**src/rtl/i2c_gpio_target.sv**
```systemverilog
module i2c_gpio_target #(
  parameter logic [6:0] DEV_ADDR = 7'h20,
  parameter logic [7:0] FW_REV   = 8'h02,
  parameter int         NREG     = 4
) (
  input  logic              clk,
  input  logic              rst_n,
  input  logic              scl_i,
  input  logic              sda_i,
  output logic              sda_oe,
  input  logic              seq_i,
  input  logic              pgood_i,
  input  logic              boot_i,
  output logic [8*NREG-1:0] gpio_out
);
  localparam int OW = 8 * NREG;
  localparam int IW = $clog2(NREG);

  typedef enum logic [2:0] {S_IDLE, S_ADDR, S_IDX, S_WR, S_RD, S_MACK} st_t;

  st_t           st;
  logic [2:0]    scl_r, sda_r;
  logic [3:0]    bitcnt;
  logic [7:0]    shreg, tx, idx, rd_byte;
  logic          rw, ack_go, in_ack;
  logic [OW-1:0] out_q, in_vec;

  wire scl_q = scl_r[1], scl_p = scl_r[2];
  wire sda_q = sda_r[1], sda_p = sda_r[2];
  wire scl_rise = scl_q & ~scl_p;
  wire scl_fall = ~scl_q & scl_p;
  wire start_c  = scl_q & scl_p & sda_p & ~sda_q;
  wire stop_c   = scl_q & scl_p & ~sda_p & sda_q;
  wire [7:0] rx_byte = {shreg[6:0], sda_q};
  wire idx_ok = idx < NREG;

  assign gpio_out = out_q;

  always_comb begin
    in_vec        = '0;
    in_vec[7:0]   = FW_REV;
    in_vec[18:16] = {boot_i, pgood_i, seq_i};
    rd_byte       = idx_ok ? in_vec[idx[IW-1:0]*8 +: 8] : 8'h00;
  end

  always_ff @(posedge clk or negedge rst_n)
    if (!rst_n) begin
      scl_r <= '1;
      sda_r <= '1;
    end else begin
      scl_r <= {scl_r[1:0], scl_i};
      sda_r <= {sda_r[1:0], sda_i};
    end

  always_ff @(posedge clk or negedge rst_n) begin
    if (!rst_n) begin
      st     <= S_IDLE;
      bitcnt <= '0;
      shreg  <= '0;
      tx     <= '0;
      idx    <= '0;
      rw     <= 1'b0;
      ack_go <= 1'b0;
      in_ack <= 1'b0;
      sda_oe <= 1'b0;
      out_q  <= OW'(3);
    end else if (start_c) begin
      st     <= S_ADDR;
      bitcnt <= '0;
      ack_go <= 1'b0;
      in_ack <= 1'b0;
      sda_oe <= 1'b0;
    end else if (stop_c) begin
      st     <= S_IDLE;
      ack_go <= 1'b0;
      in_ack <= 1'b0;
      sda_oe <= 1'b0;
    end else if (scl_rise) begin
      if (!in_ack) begin
        case (st)
          S_ADDR, S_IDX, S_WR: begin
            shreg  <= rx_byte;
            bitcnt <= bitcnt + 4'd1;
            if (bitcnt == 4'd7) begin
              case (st)
                S_ADDR:
                  if (rx_byte[7:1] == DEV_ADDR) begin
                    ack_go <= 1'b1;
                    rw     <= rx_byte[0];
                  end else st <= S_IDLE;
                S_IDX: begin
                  idx    <= rx_byte;
                  ack_go <= 1'b1;
                end
                default: begin
                  if (idx_ok) out_q[idx[IW-1:0]*8 +: 8] <= rx_byte;
                  ack_go <= 1'b1;
                end
              endcase
            end
          end
          S_RD: begin
            tx     <= {tx[6:0], 1'b0};
            bitcnt <= bitcnt + 4'd1;
          end
          S_MACK:
            if (!sda_q) begin
              st     <= S_RD;
              bitcnt <= '0;
              tx     <= rd_byte;
            end else st <= S_IDLE;
          default: ;
        endcase
      end
    end else if (scl_fall) begin
      if (ack_go) begin
        sda_oe <= 1'b1;
        ack_go <= 1'b0;
        in_ack <= 1'b1;
      end else if (in_ack) begin
        in_ack <= 1'b0;
        bitcnt <= '0;
        if (st == S_ADDR && rw) begin
          st     <= S_RD;
          tx     <= rd_byte;
          sda_oe <= ~rd_byte[7];
        end else begin
          sda_oe <= 1'b0;
          if (st == S_ADDR)     st <= S_IDX;
          else if (st == S_IDX) st <= S_WR;
        end
      end else if (st == S_RD) begin
        if (bitcnt == 4'd8) begin
          sda_oe <= 1'b0;
          st     <= S_MACK;
        end else sda_oe <= ~tx[7];
      end
    end
  end

  AST_RESET_VALUE: assert property (@(posedge clk) disable iff (!rst_n)
    $past(!rst_n) |-> (out_q == OW'(3) && !sda_oe));
  AST_SDA_MOVES_SCL_LOW: assert property (@(posedge clk) disable iff (!rst_n)
    !$stable(sda_oe) |-> !scl_q);
  AST_IDLE_RELEASED: assert property (@(posedge clk) disable iff (!rst_n)
    (st == S_IDLE) |-> !sda_oe);
  AST_OUT_ON_SCL_RISE: assert property (@(posedge clk) disable iff (!rst_n)
    !$stable(out_q) |-> $past(scl_rise));
  AST_BITCNT_BOUND: assert property (@(posedge clk) disable iff (!rst_n)
    bitcnt <= 4'd8);
endmodule

```
**config.mk**
```make
export PLATFORM = sky130hd
export DESIGN_NAME = i2c_gpio_target
export DESIGN_NICKNAME = d
export VERILOG_FILES = /design/src/rtl/i2c_gpio_target.sv
export SDC_FILE = /design/constraint.sdc
export NUM_CORES = 1
export LEC_CHECK = 0
export CORE_MARGIN = 3
export CORE_UTILIZATION = 60
export CTS_BUF_LIST = sky130_fd_sc_hd__clkbuf_16
export DETAILED_ROUTE_END_ITERATION = 10
export DONT_BUFFER_PORTS = 1
export GPL_ROUTABILITY_DRIVEN = 0
export PLACE_DENSITY = 0.76
export SLEW_MARGIN = 20
export SYNTH_ARGS = -nofsm -noshare
export SYNTH_HDL_FRONTEND = slang
export SYNTH_SLANG_ARGS = --single-unit
```
**constraint.sdc**
```tcl
create_clock -name clk -period 5.85 [get_ports clk]
set_clock_uncertainty 0.15 [all_clocks]
set_input_delay 0.2925 -clock clk [delete_from_list [all_inputs] [get_ports clk]]
set_output_delay 0.2925 -clock clk [all_outputs]
set_load 0.01 [all_outputs]
```
==> metrics.cfg <==
[run_status]
outcome=finished, final reports clean

[synth]
async_flop_share=1.00
synth_edf_count=0
synth_seq_area_share=0.493
synth_cells=348
avgSynthCellArea_um2=10.6
synth_ff_type=dfrtp_1
synth_fp_nets=365
synth_most_common_cell=dfrtp_1
synth_common_cells=64 x dfrtp_1, 51 x nand2_1, 46 x inv_1
synth_cell_types=63
ys_top_cells_by_area=dfrtp_1 44%, mux2i_1 9.5%, dfstp_2 5.7%
synth_area_mm2=0.00367
synth_top_area_cell=dfrtp_1
yosysTopAreaCellShare=0.436
yosys_warnings=0
synth_seq_cells=72

[power]
pwr-share-comb=0.098
internal_power_mw=0.924
p_per_area_mw_per_mm2=318
ir_worst_vdd_uv=343
pwr-share-clk=0.416
p_total_mw=1.28
netSwitchingPower_mw=0.352
p_leak_nw=1.70
seq_power_share=0.486
p_sw_frac=0.276

[cells_and_area]
synthToLayoutAreaGrowth_pct=9.30
finalNonFillerCells=428
final_nets=368
multiInputGateArea_mm2=0.00158
diodes=0
n_fill_cell=421
regArea_mm2=0.00181
drive_gt1_frac=0.132

[route]
wire_per_inst_um=17.5
firstDrtPassIters=4
wl_um=7470
drt_iter0_drc=273
drtAntennaViolNets=0
via_count=2504
via_per_inst=5.85
drcViolationCount=0

[placed_design]
dp_hpwl_um=4870
dp_slack_ps=3030
dp_cells=407
portBuffers=0

[clock_tree]
htree_num_levels=3
post_cts_resized=0
clock_path_buffers=2
cts_buffers=9
insertion_delay_ps=340
cts-root-buf=clkbuf_16
cts_tree=done
cts.clk_slew.worst_paths_ps=50
clkSinkCount=72
cts_setup_buffers=0

[global_routing]
grt_pass1_vias=2460
grt_pass1_wl_um=12600
grt.total_usage=0.226
overflow=0
antenna_found_initial=0
grt_max_degree=73

[worst_setup_path]
crit_fanout=12
timing_worst_setup_path_type=reg2reg
slowest_stage=a21oi_1
cp.required_ps=5900
crit_family=compound AO/OA/AOI/OAI gates
crit_chain=ha_1 > inv_1 > a21oi_1 > a2111oi_4 > o221ai_1 > o31ai_1
path_buf_inv=1
start_kind=register
slowest_delay_ps=830
crit_path_end_kind=register
cp.depth=6
arrival_ps=2900
reg2reg_depth=6

[timing]
slew_headroom=0.316
slew_violations=0
layout_setup_ws_ps=3000
setup_violations=0
max_freq_ghz=0.350
fin_crit_ps=2850
finalHoldViolCount=0
setup_tns_ps=0
fin_crit_sh=0.488
whs_ps=129
worst_pin_slew_ps=1030
grt_setup_unrepaired=no

[min_path]
hold_class=in2reg
holdPathStages=4

[floorplan]
core_area_mm2=0.00571
die_area_mm2=0.00710
die_h_um=84.2
ios=40
die_w_um=84.2
rows=27
start_util=0.643

[run]
drv_cap=0

[worst min-delay path: cells and delay by family]
family,cells,cell delay (ps)
AO/OA/AOI/OAI,3,250
buffers and inverters,1,30
[cell usage in the layout, fill, tap and decap left out, drive strengths merged, types with 2 or more instances in the layout]
cell type    Yosys  final
nand2b           3      3
inv             46     46
nor2b            3      3
clkbuf           4      9
nor4bb           2      2
nor3b            6      6
o211ai           3      3
dlygate4sd3      0      4
ha              10     10
nor4             3      3
o21ai           14     14
a21oi            7      7
and3b            2      2
o221ai           2      2
a31oi            3      3
dfrtp           64     64
a2111oi          2      2
nor2            13     13
a211oi           2      2
mux2i           35     35
o21bai           2      2
a21o             2      2
clkinv           0      5
and3             6      6
nand4            3      3
dfstp            8      8
o31ai            2      2
nand2           51     51
mux2            14     14
nand3            6      6
nor3             2      2
[flip-flops by register name, indices dropped and copies added, names as in the netlist]
name      flops
bitcnt        4
sda_oe        1
tx            8
idx           8
st            3
rw            1
in_ack        1
gpio_out     32
scl_r         3
shreg         7
sda_r         3
ack_go        1
[worst paths after layout]
| check | to | slack (ps) | from |
|---|---|---|---|
| min in group asynchronous | gpio_out[16] | 340 | rst_n |
| setup / recovery | st[0] | 3000 | scl_r[1] |
| hold / removal | tx[1] | 130 | pgood_i |
| max in group asynchronous | sda_r[1] | 4870 | rst_n |
| hold reg to reg | scl_r[1] | 200 | scl_r[0] |
| setup reg to reg | st[0] | 3000 | scl_r[1] |
[what timing repair did]
item	4_1_cts	5_1_grt
endpoints found under the hold margin	75	0
setup endpoints to repair	0	0
hold buffers	5	0
[per-layer routing]
layer	share of wire	wire length, µm	vias up	track usage
li1	-	-	1194	-
met1	0.46	3430	1215	0.323
met2	0.46	3470	81	0.321
met3	0.051	384	14	0.0618
met4	0.024	180	0	0.107
met5	0	0	-	0
[cell families (layout without fill, tap and decap cells)]
group | after synthesis | after routing | synth area share
DFF | 72 | 72 | 0.493
xor gates and xnor gates | 2 | 2 | 0.00682
buffers and inverters | 59 | 67 | 0.0753
adders and majority gates | 10 | 10 | 0.0341
AOI/OAI and AO/OA | 48 | 48 | 0.0951
muxes | 49 | 49 | 0.138
and+or+nand+nor | 108 | 108 | 0.157
[final cells by class]
class,count,share of cell area
Inverter,46,0.0430
Clock inverter,7,0.0156
Tap cell,72,0.0224
Timing Repair Buffer,5,0.0168
Clock buffer,9,0.0561
Sequential cell,72,0.451
Multi-Input combinational cell,217,0.395
[through the flow]
step,area (µm²),utilization
finish,4010,0.703
global route,4010,0.703
CTS,4010,0.703
detailed placement,3660,0.641
global placement,3660,0.641
floorplan,3670,-
[power by group through the flow]
stage / registers (mW) / clock network [mW] / logic, mW
finish: 0.621 / 0.530 / 0.125
CTS: 0.620 / 0.536 / 0.126
global placement: 0.627 / 0 / 0.105
global route: 0.628 / 0.557 / 0.142
floorplan: 0.587 / 0 / 0.107
detailed placement: 0.629 / 0 / 0.111
No activity file was read; power rests on OpenSTA's default activity.
